==> src/rtl/adc_host_pkg.sv <==
package adc_host_pkg;
  localparam int CFG_W = 2;
  typedef logic [CFG_W-1:0] chan_cfg_t;
  // Conversion started at power-up measures channel 0 single-ended.
  localparam chan_cfg_t CFG_POWERUP = 2'b10;
  typedef enum logic [1:0] {ST_IDLE, ST_WAIT, ST_SETUP, ST_SHIFT} host_state_t;
endpackage

==> src/rtl/adc_sck_gen.sv <==
module adc_sck_gen #(
  parameter int NBITS    = 16,
  parameter int SCK_HALF = 3
) (
  input  logic                       clk,
  input  logic                       rst_n,
  input  logic                       run,
  output logic                       sck,
  output logic                       rise_stb,
  output logic                       last_fall,
  output logic [$clog2(NBITS)-1:0]   bit_idx
);
  localparam int HCW = (SCK_HALF > 1) ? $clog2(SCK_HALF) : 1;
  localparam int BCW = $clog2(NBITS);

  logic [HCW-1:0] half_cnt;
  logic [BCW-1:0] bit_cnt;
  logic           sck_r;
  logic           half_term;

  assign half_term = (half_cnt == HCW'(SCK_HALF - 1));
  assign rise_stb  = run && !sck_r && half_term;
  assign last_fall = run && sck_r && half_term && (bit_cnt == BCW'(NBITS - 1));
  assign sck       = sck_r;
  assign bit_idx   = bit_cnt;

  always_ff @(posedge clk or negedge rst_n) begin
    if (!rst_n) begin
      half_cnt <= '0;
      bit_cnt  <= '0;
      sck_r    <= 1'b0;
    end else if (!run) begin
      half_cnt <= '0;
      bit_cnt  <= '0;
      sck_r    <= 1'b0;
    end else if (half_term) begin
      half_cnt <= '0;
      sck_r    <= ~sck_r;
      if (sck_r) bit_cnt <= bit_cnt + 1'b1;
    end else begin
      half_cnt <= half_cnt + 1'b1;
    end
  end
endmodule

==> src/rtl/adc_cfg_tx.sv <==
module adc_cfg_tx
  import adc_host_pkg::*;
#(
  parameter int BCW = 4
) (
  input  logic           run,
  input  logic [BCW-1:0] bit_idx,
  input  chan_cfg_t      cfg,
  output logic           sdi
);
  // Mode bit goes first, select bit second, zeros after that.
  always_comb begin
    sdi = 1'b0;
    for (int k = 0; k < CFG_W; k++) begin
      if (run && (bit_idx == BCW'(k))) sdi = cfg[CFG_W-1-k];
    end
  end
endmodule

==> src/rtl/adc_shift_rx.sv <==
module adc_shift_rx #(
  parameter int NBITS = 16
) (
  input  logic             clk,
  input  logic             rst_n,
  input  logic             cap,
  input  logic             sdo,
  output logic [NBITS-1:0] word
);
  always_ff @(posedge clk or negedge rst_n) begin
    if (!rst_n)   word <= '0;
    else if (cap) word <= {word[NBITS-2:0], sdo};
  end
endmodule

==> src/rtl/adc_serial_host.sv <==
module adc_serial_host
  import adc_host_pkg::*;
#(
  parameter int DATA_W    = 16,
  parameter int SCK_HALF  = 3,
  parameter int CONV_CYC  = 320,
  parameter int SETUP_CYC = 6
) (
  input  logic              clk,
  input  logic              rst_n,
  input  logic              req_valid,
  output logic              req_ready,
  input  logic [1:0]        req_cfg,
  output logic              res_valid,
  output logic [DATA_W-1:0] res_data,
  output logic [1:0]        res_cfg,
  output logic              adc_conv,
  output logic              adc_sck,
  output logic              adc_sdi,
  input  logic              adc_sdo
);
  localparam int BCW = $clog2(DATA_W);
  localparam int CCW = $clog2(CONV_CYC + 1);
  localparam int SCW = (SETUP_CYC > 1) ? $clog2(SETUP_CYC) : 1;

  host_state_t       state;
  logic [CCW-1:0]    conv_cnt;
  logic [SCW-1:0]    setup_cnt;
  chan_cfg_t         cfg_new, cfg_prev;
  logic              conv_ok, setup_term, run;
  logic              rise_stb, last_fall;
  logic [BCW-1:0]    bit_idx;
  logic [DATA_W-1:0] rx_word;

  assign conv_ok    = (conv_cnt == CCW'(CONV_CYC));
  assign setup_term = (setup_cnt == SCW'(SETUP_CYC - 1));
  assign run        = (state == ST_SHIFT);
  assign req_ready  = (state == ST_IDLE);

  adc_sck_gen #(.NBITS(DATA_W), .SCK_HALF(SCK_HALF)) i_sck (
    .clk(clk), .rst_n(rst_n), .run(run), .sck(adc_sck),
    .rise_stb(rise_stb), .last_fall(last_fall), .bit_idx(bit_idx)
  );

  adc_cfg_tx #(.BCW(BCW)) i_tx (
    .run(run), .bit_idx(bit_idx), .cfg(cfg_new), .sdi(adc_sdi)
  );

  adc_shift_rx #(.NBITS(DATA_W)) i_rx (
    .clk(clk), .rst_n(rst_n), .cap(rise_stb), .sdo(adc_sdo), .word(rx_word)
  );

  always_ff @(posedge clk or negedge rst_n) begin
    if (!rst_n) begin
      state     <= ST_IDLE;
      adc_conv  <= 1'b1;
      conv_cnt  <= '0;
      setup_cnt <= '0;
      cfg_new   <= CFG_POWERUP;
      cfg_prev  <= CFG_POWERUP;
      res_valid <= 1'b0;
      res_data  <= '0;
      res_cfg   <= CFG_POWERUP;
    end else begin
      res_valid <= 1'b0;
      if (adc_conv && !conv_ok) conv_cnt <= conv_cnt + 1'b1;
      unique case (state)
        ST_IDLE: if (req_valid) begin
          cfg_new <= req_cfg;
          state   <= ST_WAIT;
        end
        ST_WAIT: if (conv_ok) begin
          adc_conv  <= 1'b0;
          setup_cnt <= '0;
          state     <= ST_SETUP;
        end
        ST_SETUP: begin
          if (setup_term) state <= ST_SHIFT;
          else            setup_cnt <= setup_cnt + 1'b1;
        end
        ST_SHIFT: if (last_fall) begin
          adc_conv  <= 1'b1;
          conv_cnt  <= '0;
          res_valid <= 1'b1;
          res_data  <= rx_word;
          res_cfg   <= cfg_prev;
          cfg_prev  <= cfg_new;
          state     <= ST_IDLE;
        end
        default: state <= ST_IDLE;
      endcase
    end
  end
endmodule

==> config.mk <==
export PLATFORM = sky130hd
export DESIGN_NAME = adc_serial_host
export DESIGN_NICKNAME = d
export VERILOG_FILES = /design/src/rtl/adc_host_pkg.sv /design/src/rtl/adc_sck_gen.sv /design/src/rtl/adc_cfg_tx.sv /design/src/rtl/adc_shift_rx.sv /design/src/rtl/adc_serial_host.sv
export SDC_FILE = /design/constraint.sdc
export NUM_CORES = 1
export LEC_CHECK = 0
export BUFFER_PORTS_ARGS = -buffer_cell sky130_fd_sc_hd__clkbuf_2
export CORE_MARGIN = 5
export CORE_UTILIZATION = 55
export CTS_CLUSTER_SIZE = 10
export DETAILED_ROUTE_END_ITERATION = 10
export PLACE_DENSITY = 0.85
export SYNTH_ARGS = -nofsm -noshare
export SYNTH_HDL_FRONTEND = slang
export SYNTH_SLANG_ARGS = --single-unit
export TNS_END_PERCENT = 100
==> constraint.sdc <==
create_clock -name clk -period 1.95 [get_ports clk]
set_input_delay 0.585 -clock clk [delete_from_list [all_inputs] [get_ports clk]]
set_output_delay 0.585 -clock clk [all_outputs]
set_load 0.02 [all_outputs]
Yosys cells after proc, flatten, opt, wreduce, memory -nomap -nowiden

Index checks and enable logic that the tools add are counted.

Register bits: 61
Input port bits: 6
Output and inout port bits: 23
Word-level logic and storage cells: 78

$add $sub $neg: 4
Eq/ne operators: 15
Multiplexer cells: 25
Bitwise logic cells: 1
Reductions and logical operators: 20

Operators with widths:

| operator                                      | count |
|---|---|
| 2-to-1 mux 9 bit                              | 3 |
| != test 2 bit, second input constant          | 7 |
| 2-to-1 mux 2 bit                              | 6 |
| 2-to-1 mux 4 bit                              | 3 |
| adder 9 x 1 -> 9 bit, second input constant   | 1 |
| == test 9 bit, second input constant          | 1 |
| logical AND 1 bit                             | 8 |
| 2-to-1 mux 1 bit                              | 8 |
| one-hot mux 2 bit (4 select lines)            | 1 |
| == test 2 bit, second input constant          | 3 |
| 2-to-1 mux 3 bit                              | 2 |
| one-hot mux 3 bit (2 select lines)            | 1 |
| AND reduction 2 bit                           | 3 |
| AND reduction 3 bit                           | 2 |
| adder 4 x 1 -> 4 bit, second input constant   | 1 |
| == test 4 x 1 -> 1 bit, second input constant | 1 |
| == test 4 bit, second input constant          | 1 |
| logical NOT 4 bit                             | 1 |
| AND reduction 4 bit                           | 1 |
| nonzero test 2 bit                            | 2 |
| adder 3 x 1 -> 3 bit, second input constant   | 1 |
| == test 3 bit, second input constant          | 1 |
| adder 2 x 1 -> 2 bit, second input constant   | 1 |
| == test 2 x 1 -> 1 bit, second input constant | 1 |
| other kinds (4)                               | 5 |

Depth between registers and ports, before layout

Gate-level depths: netlist of run 1.

Word-level depth: 6
Depth in mapped cells: 7
Gate-level depth less buffers: 6

Cells and area by module

From an unflattened synthesis of run 1, not the netlist that was laid out.

Cells, all modules: 247
Area, all modules: 2788.9 um^2

By module, submodules not included:

| module          | times used | cells an instance | area an instance (um^2) | seq. area each (um^2) |
|---|---|---|---|---|
| adc_serial_host | 1          | 182               | 1761.7                  | 955.9 |
| adc_shift_rx    | 1          | 34                | 649.4                   | 400.4 |
| adc_sck_gen     | 1          | 28                | 341.6                   | 175.2 |
| adc_cfg_tx      | 1          | 3                 | 36.3                    | 0.0 |

Worst setup path before layout of run 1

No wires, ideal clock.

Kind: reg2out
Start: register state[0]
End: output port adc_sdi
Arrival: 1.555 ns
Required time: 1.365 ns
Path slack: -0.190 ns
Stages on the path, launching flop included: 5
Path buffers: 1
Cell sequence: dfrtp_1 ha_1 inv_1 clkbuf_1 nor4_1

Cells in the longest elaborated chain, start to end: 4
Elaborated cells between the ends (all ways): 5
Classes of those cells: eq/ne (1); mux (2); reduce/logical (2)

Ends and longest elaborated chain:

| what                   | line                  | RTL |
|---|---|---|
| start, declared        | adc_serial_host.sv:26 | `host_state_t state;` |
| start signal, assigned | adc_serial_host.sv:55 | `state <= ST_IDLE;` |
| start signal, assigned | adc_serial_host.sv:70 | `state <= ST_WAIT;` |
| start signal, assigned | adc_serial_host.sv:75 | `state <= ST_SETUP;` |
| == test 2 bit *        | adc_serial_host.sv:37 | `assign run = (state == ST_SHIFT);` |
| via i_sck.run          | adc_sck_gen.sv:7      | `input logic run,` |
| logical AND 1 bit      | adc_cfg_tx.sv:15      | `if (run && (bit_idx == BCW'(k))) sdi = cfg[CFG_W-1-k];` |
| 2-to-1 mux 1 bit       | adc_cfg_tx.sv:15      |  |
| 2-to-1 mux 1 bit *     | adc_cfg_tx.sv:15      |  |
| end, declared          | adc_serial_host.sv:19 | `output logic adc_sdi,` |

The timed path passes the listed nets; every way through them passes the cells marked *.

Worst setup path in the final report of run 1

Start: register i_sck.bit_cnt[0], in the netlist i_sck.bit_idx[0]
End: output port adc_sdi

Cells in the longest elaborated chain, start to end: 4
Elaborated cells between the ends (all ways): 6
Classes of those cells: eq/ne (1); mux (2); reduce/logical (3)

Ends and longest elaborated chain:

| what                   | line              | RTL |
|---|---|---|
| start, declared        | adc_sck_gen.sv:17 | `logic [BCW-1:0] bit_cnt;` |
| start signal, assigned | adc_sck_gen.sv:39 | `if (sck_r) bit_cnt <= bit_cnt + 1'b1;` |
| logical NOT 4 bit      | adc_cfg_tx.sv:15  |  |
| logical AND 1 bit      | adc_cfg_tx.sv:15  |  |
| 2-to-1 mux 1 bit       | adc_cfg_tx.sv:15  |  |
| 2-to-1 mux 1 bit *     | adc_cfg_tx.sv:15  |  |

Mark *: on every way between the ends. The rest lies on a longest branch, timed or not.

==> results.md, run 1 <==
- Starting Density: 56.98%
- Mean Syn Cell Area: around 13 sq um
- FMAX: 487.2 MHz
- IO buf count: 28
- Width of the die: ~80 um
- CP Max Fanout: 3
- Final setup margin: -0.1025 ns
- Startpoint types: flop
- Largest net degree at the start of global routing: 26
- Ys async rst share: 100.0%
- Failing checks: setup timing
- Initial antenna violation count: 0
- Mapped Area: around 2700 sq um
- Multi-input gate area: between 1000 and 1500 sq um
- Minimum clock period: 2.052 ns
- Slew @ Worst Pin: just under 0.5 ns
- Setup TNS: -0.1025 ns
- Antenna viol nets, final: 0
- Fin crit share: 105.3%
- DR DRC count: 0
- Syn Nets: 225
- Max-slew violation count: 0
- Post-detail-place hpwl: 3407 um
- Commonest non-fill, non-tap cell in the layout: dfrtp_1
- Status: finished with violations
- Final hold violation count: 0
- YS warnings: 0
- Sw Pwr: 0.0005231 W
- Cell count after synthesis: 208
- IR drop worst, VDD: 869.3 uV
- GPL Wtd Cong: 0.8155
- Combinational share of power: 1.8%
- Crit. End Element: output port
- Post-layout util: about two thirds
- Worst Skew: 0.006529 ns
- Inserted Clock Buffers: 9
- PwrDens: 763.6 nW/um^2
- Final nets: 268
- DRT Wirelength: roughly 5000 um
- Core area: 4723 sq um
- DR pass1 iterations: 4
- Register share of total power: around 52%
- Endpoints failing setup: 1
- # Max-Cap Violations: 0
- Crit path kind: flop to output port
- Total number of vias: 1736
- HP Class: input port to async pin
- Post-synth top flop: dfrtp_1
- Post-synthesis sequential area ratio: about 57%
- P_leak: roughly 1.6 nW
- RSZ-0062 raised after global routing: yes
- Sw Share: 21.16%
- Worst Path Required: 1.36 ns
- Global-route wire length before repair: 8480 um
- Commonest non-fill, non-tap cells in the layout: 57 x dfrtp_1, 38 x mux2_2, 26 x clkbuf_2
- Syn-to-layout area delta: 20.27%
- Clk sinks: 61
- Power share of the clock group: 46.5%
- Clock tree buffer depth: 2
- # H-tree levels: 3
- Sequential cell area: 1531 sq um
- Pre-CTS setup slack: 0.1426 ns
- Vias/cell: around 5.4
- Internal power: 0.001949 W
- I/O Pins: 29
- Gr usage total: 17.41%
- Num rows: 25
- Synthesized flop and latch total: a little over 60
- Clock Root Buffer: clkbuf_8
- Arr. time, crit path: 1.47 ns
- Routed len/inst: 15.43 um
- Worst-Skew Late Latency: 0.34 ns
- Layout fillers: around 320
- DR iter-0 viols: 119
- CTS tree: yes
- CTS clock-pin slew for the worst setup and hold paths: 0.07 ns
- Share of cells above drive strength 1: a little over two fifths
- Post-synth cell types: 40
- Number of global-route vias before repair: 1848
- # diodes: 0
- Max_slew headroom: 67.59%
- DIE AREA: around 6400 sq um
- Die height: around 80 um
- CTS hold repair buffers: 0
- Number of flops mapped to enable cells by yosys: 0
- GR Overflow Total: 0
power groups by stage:
stage	combinational, W	clock (W)	sequential [W]
after floorplan	0.00000656	0	0.00130
final	0.0000448	0.00115	0.00128
after CTS	0.0000472	0.00116	0.00128
after detailed placement	0.0000471	0	0.00130
after global routing	0.0000529	0.00123	0.00128
after global placement	0.0000453	0	0.00130
cell type report:
cell class / count / share of cell area (%)
Timing Repair Buffer: 39 / 7.963
Sequential cell: 61 / 47.31
Clock buffer: 11 / 4.677
Clock inverter: 5 / 1.817
Inverter: 9 / 1.044
Multi-Input combinational cell: 131 / 34.60
Tap cell: 67 / 2.590
synth_stat cells, types with 4 or more instances:
master | number | area, sq um
dfrtp_1 | 57 | 1426
mux2_2 | 38 | 427.9
nor2_1 | 15 | 56.30
ha_1 | 11 | 137.6
a21oi_1 | 10 | 50.05
inv_1 | 9 | 33.78
nand2_1 | 8 | 30.03
nand4_1 | 5 | 31.28
xnor2_1 | 5 | 43.79
xor2_1 | 5 | 43.79
dfstp_2 | 4 | 105.1
logic make-up (layout without fill, tap and decap cells):
family                   count (synthesis)  after routing  synth area share [%]
buffers and inverters                   16             64                 2.789
XOR/XNOR                                10             10                 3.254
adder cells (fa/ha/maj)                 11             11                 5.114
flip-flops                              61             61                 56.90
AND/OR/NAND/NOR                         45             45                 8.973
multiplexers                            39             39                 16.27
AO/OA/AOI/OAI                           26             26                 6.696
flip-flops by register name, summed over array words and instances (netlist names), 2 cells and up:
register	cells
cfg_new	2
cfg_prev	2
conv_cnt	9
i_rx.word	16
i_sck.bit_idx	4
i_sck.half_cnt	2
res_cfg	2
res_data	16
setup_cnt	3
state	2
metal layers:
| layer | track usage [%] | part of all wire [%] | vias up |
|---|---|---|---|
| met2 | 26.99 | 49 | 42 |
| li1 | - | - | 826 |
| met1 | 22.85 | 45 | 863 |
| met3 | 3.725 | 4.5 | 5 |
| met4 | 9.291 | 1.6 | 0 |
| met5 | 0 | 0 | - |
worst max-delay path, cell delays in order, from the launching register on:
cell	delay, ns
dfrtp_1	0.40
inv_1	0.06
ha_1	0.15
nand2_1	0.06
nor2_1	0.08
a21oi_1	0.05
nor4_2	0.14
buf_4	0.18
final timing paths:
path / startpoint / to / slack (ns) / cells after the start
min: rst_n / i_sck.sck / 0.20 / 1
max in group asynchronous: rst_n / adc_conv / 1.19 / 2
max: i_sck.bit_idx[0] / adc_sdi / -0.10 / 7
min reg2reg: i_sck.half_cnt[0] / i_sck.half_cnt[0] / 0.47 / 1
min in group clk: i_sck.half_cnt[0] / i_sck.half_cnt[0] / 0.47 / 1
max reg2reg: i_sck.bit_idx[0] / res_data[11] / 0.06 / 7
through the flow:
step / total power, W / cell area (sq um) / instances / hold slack (ns)
finish: 0.002472 / 3237 / 323 / 0.2016
global route: 0.002563 / 3237 / 323 / 0.2400
CTS: 0.002489 / 3198 / 322 / 0.2131
detailed placement: 0.001349 / 2950 / 302 / 0.4657
global placement: 0.001347 / 2950 / 302 / 0.4472
floorplan: 0.001307 / 2698 / 208 / 0.2894
what timing repair did:
action,4_1_cts,5_1_grt
pin swaps,1,1
gates resized for setup,5,10
setup endpoints to repair,1,2
buffers inserted,4,1
Note: power is estimated with default switching activity, not from simulation.
==> run 2: changes to the inputs <==
Settings changed: CAP_MARGIN from default to 20, CORE_UTILIZATION 55 to 54, CTS_BUF_LIST from default to sky130_fd_sc_hd__clkbuf_8, PLACE_DENSITY 0.85 to 0.87.
Clock period 1.95 ns to 1.81 ns, I/O delays scaled along.
==> run 2 against run 1 <==
Effect of this change:
- the flow still finishes with violations (setup timing)
- wire length is 11% higher
- sequential cell count stayed put
- cell count is 5.3% higher
- critical endpoint unchanged
- hold slack worse by 0.013 ns
- utilization is 2.6 points higher
- largest power group unchanged
- first-iteration DRC count is 3.4% higher
- critical path type unchanged
- setup slack worse by 0.14 ns
==> results.md, run 2 (synthesized netlist as in run 1, its figures left out) <==
- Post-layout instance area: 3403 sq um (+5.1%)
- Worst Skew: 0.003502 ns (-0.003027 ns)
- Worst-Skew Late Latency: 0.34 ns (about the same)
- Cell family with most CP delay: flip-flops
- DR iter-0 viols: 123 (+3.4%)
- Setup crit start: i_sck.bit_idx[0]
- Core area: 4786 sq um (+1.3%)
- RSZ-0062 raised after global routing: yes
- Endpoints failing setup: 26 (+25)
- CTS hold repair buffers: 0 (unchanged)
- Vias/cell: 5.415 (+0.75%)
- CP Max Fanout: 3 (unchanged)
- DRT Wirelength: 5511 um (+11%)
- Post-layout util: 71.11% (+2.6 points)
- Crit. End Element: output port
- Arr. time, crit path: 1.51 ns (+0.04 ns)
- Crit path kind: flop to output port
- Worst Path Required: 1.27 ns (-0.09 ns)
- FF-to-FF Start: i_sck.bit_idx[0]
- PwrDens: 813.9 nW/um^2 (+6.6%)
- Global-route wire length before repair: 8921 um (+5.2%)
- Crit path cell chain: ha_1 > nor2_2 > a21oi_2 > nor4_4 > buf_4
- Biggest regs: i_rx.word x16, res_data x16, conv_cnt x9
- Final hold violation count: 0 (unchanged)
- Initial antenna violation count: 0 (unchanged)
- Post-detail-place hpwl: 3417 um (+0.31%)
- Number of global-route vias before repair: 1907 (+3.2%)
- I/O Pins: 29 (unchanged)
- IR drop worst, VDD: 566.3 uV (-35%)
- Crit path buf inv count: 1 (-1)
- Slew @ Worst Pin: 0.4677 ns (-0.01843 ns)
- Antenna viol nets, final: 0 (unchanged)
- Commonest non-fill, non-tap cells in the layout: 57 x dfrtp_1, 38 x mux2_2, 26 x clkbuf_2
- Max_slew headroom: 68.82% (+1.2 points)
- Fin crit share: 113.3%
- Layout fillers: 297 (-6.6%)
- Routed len/inst: 16.21 um (+5.0%)
- Clk sinks: 61 (unchanged)
- # diodes: 0 (unchanged)
- HP Class: input port to async pin
- Gr usage total: 18.27% (+0.86 points)
- Sequential cell area: 1531 sq um (unchanged)
- Delay of the slowest cell on the worst path: 0.42 ns (+0.02 ns)
- Final setup margin: -0.2405 ns (-0.1380 ns)
- Clock Root Buffer: clkbuf_8
- Multi-input gate area: 1141 sq um (+1.9%)
- GR Overflow Total: 0 (unchanged)
- Total power: 0.002770 W (+12%)
- Share of cells above drive strength 1: 47.25% (+4.3 points)
- Inserted Clock Buffers: 9 (unchanged)
- Post-DP Area: 3012 sq um (+2.1%)
- Failing checks: setup timing
- FMAX: ~500 MHz
- DR DRC count: 0 (unchanged)
- Minimum clock period: 2.050 ns
- GPL Wtd Cong: 0.8180 (+0.31%)
- DR pass1 iterations: 4 (unchanged)
- Max-slew violation count: 0 (unchanged)
- Num rows: 25 (unchanged)
- Largest net degree at the start of global routing: 39 (+50%)
- CTS clock-pin slew for the worst setup and hold paths: 0.06 ns (about the same)
- Total number of vias: 1841 (+6.0%)
- Die height: 80.60 um (+0.81%)
- Syn-to-layout area delta: 26.45%
- # H-tree levels: 3 (unchanged)
- Width of the die: 80.60 um (+0.81%)
- P_leak: 1.673 nW (+5.9%)
- DIE AREA: 6496 sq um (+1.6%)
- # Max-Cap Violations: 0 (unchanged)
- Startpoint types: flop
- Commonest non-fill, non-tap cell in the layout: dfrtp_1
- Max stage delay cell, worst path: dfrtp_1
- Final nets: 285 (+6.3%)
- Status: finished with violations
- IO buf count: 28 (unchanged)
- Starting Density: 56.24% (-0.74 points)
- Clock tree buffer depth: 2 (unchanged)
- CTS tree: yes
run 2: cell count changes in the layout (fill, tap and decap cells not counted), sizes merged:
cell | before | now
clkinvlp | 2 | 0
inv | 9 | 10
clkbuf | 37 | 38
bufinv | 1 | 2
buf | 13 | 28
o21ai | 6 | 7
run 2: where the power goes:
group          internal [W]  switching [W]  leakage, nW   total, W
registers           0.00137     0.00000607        0.781    0.00138
logic             0.0000125      0.0000291        0.772  0.0000416
clock network      0.000840       0.000510        0.121    0.00135
run 2: final timing paths:
kind	endpoint	slack [ns]	depth (start not counted)
setup / recovery	adc_sdi	-0.24	5
hold / removal	setup_cnt[1]	0.19	2
setup reg to reg	res_data[14]	-0.21	8
hold reg to reg	i_sck.half_cnt[0]	0.48	1
max in group asynchronous	cfg_prev[1]	1.20	2
min in group clk	cfg_new[0]	0.44	2
run 2: metrics by stage:
stage	setup TNS (ns)	hold slack [ns]	setup slack [ns]	std cells
6_report	-4.327	0.1883	-0.2405	340
3_5_place_dp	0	0.4660	0.01740	309
4_1_cts	-0.6181	0.1905	-0.2229	332
5_1_grt	-6.400	0.1992	-0.3476	340
2_1_floorplan	0	0.2474	0.006299	208
3_3_place_gp	0	0.4538	0.06490	309
run 2: routing by layer:
metal	vias to the layer above	track usage (%)	wire, um
met4	0	9.459	157
met5	-	0	0
met3	18	6.054	330
met2	55	28.23	2594
met1	909	22.75	2429
li1	859	-	-
run 2: final cells by class:
| type | instances | share of cell area [%] |
|---|---|---|
| tap | 67 | 2.463 |
| timing repair buffer | 55 | 11.25 |
| sequential | 61 | 45.00 |
| multi-input combinational | 132 | 33.53 |
| clock buffer | 11 | 4.449 |
| clock inverter | 5 | 2.169 |
| inverter | 9 | 1.140 |
run 2: timing repair:
item	4_1_cts	5_1_grt
cloned	0	1
setup endpoints to repair	2	29
pin swaps	2	1
gates resized for setup	13	6
setup buffers	7	7
==> run 3: changes to the inputs <==
Settings changed: PLACE_DENSITY 0.87 to 0.77.
==> run 3 against run 2 <==
Effect of this change:
- the flow still finishes with violations (setup timing)
- cell count decreased by 3.2%
- clock-buffer cell count decreased by 1
- design area decreased by 3.4%
- sequential cell count unchanged
- first-iteration DRC count decreased by 30%
- die area unchanged
- via count decreased by 5.0%
- sequential share of layout area increased by 1.6 points
- hold slack improved by 0.020 ns
- utilization decreased by 2.4 points
- wire length decreased by 15%
- global-route usage decreased by 1.7 points
- critical endpoint unchanged
- highest routed layer unchanged
==> results.md, run 3 (synthesized netlist as in run 1, its figures left out) <==
- Global-route wire length before repair: 8121 um (-9.0%)
- Routed len/inst: 14.16 um (-13%)
- DIE AREA: 6496 sq um (unchanged)
- Crit path cell chain: inv_1 > ha_1 > nand2_1 > nor2_2 > a21oi_2 > nor4_4 > buf_4
- DR DRC count: 0 (unchanged)
- Startpoint types: flop
- Inserted Clock Buffers: 9 (unchanged)
- Clk sinks: 61 (unchanged)
- Syn-to-layout area delta: 22.13%
- Fin crit share: 108.2% (-5.1 points)
- Biggest regs: i_rx.word x16, res_data x16, conv_cnt x9
- # H-tree levels: 3 (unchanged)
- Max stage delay cell, worst path: dfrtp_1
- GPL Wtd Cong: 0.8160 (-0.24%)
- Slew @ Worst Pin: 0.3196 ns (-0.1481 ns)
- Final nets: 274 (-3.9%)
- Width of the die: 80.60 um (unchanged)
- Max-slew violation count: 0 (unchanged)
- DR iter-0 viols: 86 (-30%)
- Initial antenna violation count: 0 (unchanged)
- Num rows: 25 (unchanged)
- Setup TNS: -0.8001 ns (+3.527 ns)
- Max_slew headroom: 78.70% (+9.9 points)
- FMAX: 510.5 MHz (+4.7%)
- Layout fillers: 340 (+14%)
- I/O Pins: 29 (unchanged)
- Clock tree buffer depth: 2 (unchanged)
- Worst Path Required: 1.27 ns (about the same)
- Total number of vias: 1749 (-5.0%)
- Largest net degree at the start of global routing: 62 (+59%)
- Minimum clock period: 1.959 ns (-0.09175 ns)
- Number of global-route vias before repair: 1697 (-11%)
- PwrDens: 782.4 nW/um^2 (-3.9%)
- Final hold violation count: 0 (unchanged)
- # diodes: 0 (unchanged)
- Post-detail-place hpwl: 3129 um (-8.5%)
- Failing checks: setup timing
- DRT Wirelength: 4660 um (-15%)
- Gr usage total: 16.61% (-1.7 points)
- CTS tree: yes
- Final setup margin: -0.1487 ns (+0.09175 ns)
- CP Max Fanout: 3 (unchanged)
- Clock Root Buffer: clkbuf_8
- # Max-Cap Violations: 0 (unchanged)
- IO buf count: 28 (unchanged)
- Vias/cell: 5.316 (-1.8%)
- DR pass1 iterations: 4 (unchanged)
- Worst-Skew Late Latency: 0.33 ns (about the same)
- RSZ-0062 raised after global routing: yes
- IR drop worst, VDD: 792.0 uV (+40%)
- Commonest non-fill, non-tap cell in the layout: dfrtp_1
- HP Class: input port to async pin
- Die height: 80.60 um (unchanged)
- Post-layout util: 68.68% (-2.4 points)
- Crit. End Element: output port
- Cell family with most CP delay: flip-flops
- Starting Density: 56.24% (unchanged)
- Antenna viol nets, final: 0 (unchanged)
- Commonest non-fill, non-tap cells in the layout: 57 x dfrtp_1, 38 x mux2_2, 26 x clkbuf_2
- Share of cells above drive strength 1: 43.89% (-3.4 points)
- CTS clock-pin slew for the worst setup and hold paths: 0.06 ns (about the same)
- Status: finished with violations
- Crit path buf inv count: 2 (+1)
- GR Overflow Total: 0 (unchanged)
- Endpoints failing setup: 21 (-19%)
- Arr. time, crit path: 1.42 ns (-0.09 ns)
- Core area: 4786 sq um (unchanged)
- Crit path kind: flop to output port
- Worst Skew: 0.005725 ns (+0.002224 ns)
- P_leak: 1.617 nW (-3.4%)
- Delay of the slowest cell on the worst path: 0.40 ns (-0.02 ns)
-- run 3: worst paths after layout --
| path | from | to | slack (ns) | cells after the start |
|---|---|---|---|---|
| setup / recovery | i_sck.bit_idx[0] | adc_sdi | -0.15 | 7 |
| hold reg to reg | i_sck.half_cnt[0] | i_sck.half_cnt[0] | 0.47 | 1 |
| setup reg to reg | i_sck.bit_idx[0] | res_data[15] | -0.05 | 7 |
| max in group asynchronous | rst_n | res_cfg[1] | 1.28 | 2 |
| min in group clk | adc_sdo | i_rx.word[0] | 0.45 | 2 |
| hold / removal | rst_n | state[0] | 0.21 | 2 |
-- run 3: layout make-up --
type / instances / area, sq um / share of cell area [%]
well taps: 67 / 83.83 / 2.550
multi-input cells: 131 / 1125 / 34.22
repair buffers: 45 / 320.3 / 9.745
flip-flops and latches: 61 / 1531 / 46.59
clock buffers: 10 / 137.6 / 4.187
inverters: 9 / 33.78 / 1.028
clock inverters: 6 / 55.05 / 1.675
-- run 3: repair_timing --
item,CTS,global route
gates resized for setup,9,6
hold buffers,0,0
endpoints found under the setup margin,2,23
pin swaps,0,0
buffers inserted,3,2
gates cloned,0,0
-- run 3: power by group --
part	internal (W)	leakage, nW	switching [W]
Combinational	0.0000142	0.731	0.0000286
Sequential	0.00137	0.781	0.00000608
Clock	0.000658	0.105	0.000493
Total	0.00204	1.62	0.000528
-- run 3: metrics by stage --
step / setup WS (ns) / std cells / area [sq um] / total power [W] / hold slack, ns
floorplan: 0.006299 / 208 / 2706 / 0.001408 / 0.2474
CTS: -0.2103 / 327 / 3252 / 0.002604 / 0.2195
global route: -0.2939 / 329 / 3287 / 0.002678 / 0.2338
global placement: 0.1175 / 308 / 3017 / 0.001447 / 0.4481
detailed placement: 0.09880 / 308 / 3017 / 0.001448 / 0.4680
finish: -0.1487 / 329 / 3287 / 0.002572 / 0.2079
-- run 3: worst reg2reg max path, cell delays in order (launching register included) --
cell and delay [ns]:
dfrtp_1 0.40, buf_4 0.14, buf_4 0.13, ha_1 0.20
and3_1 0.17, and3_2 0.24, buf_12 0.17, mux2_2 0.28
-- run 3: per-layer routing --
metal  vias to the layer above  global-route usage [%]  part of all wire [%]
met5                         -                       0                     0
met2                        45                   24.01                    46
met4                         0                   8.108                   1.7
met1                       856                   22.77                    47
met3                         9                   4.821                   5.1
li1                        839                       -                     -
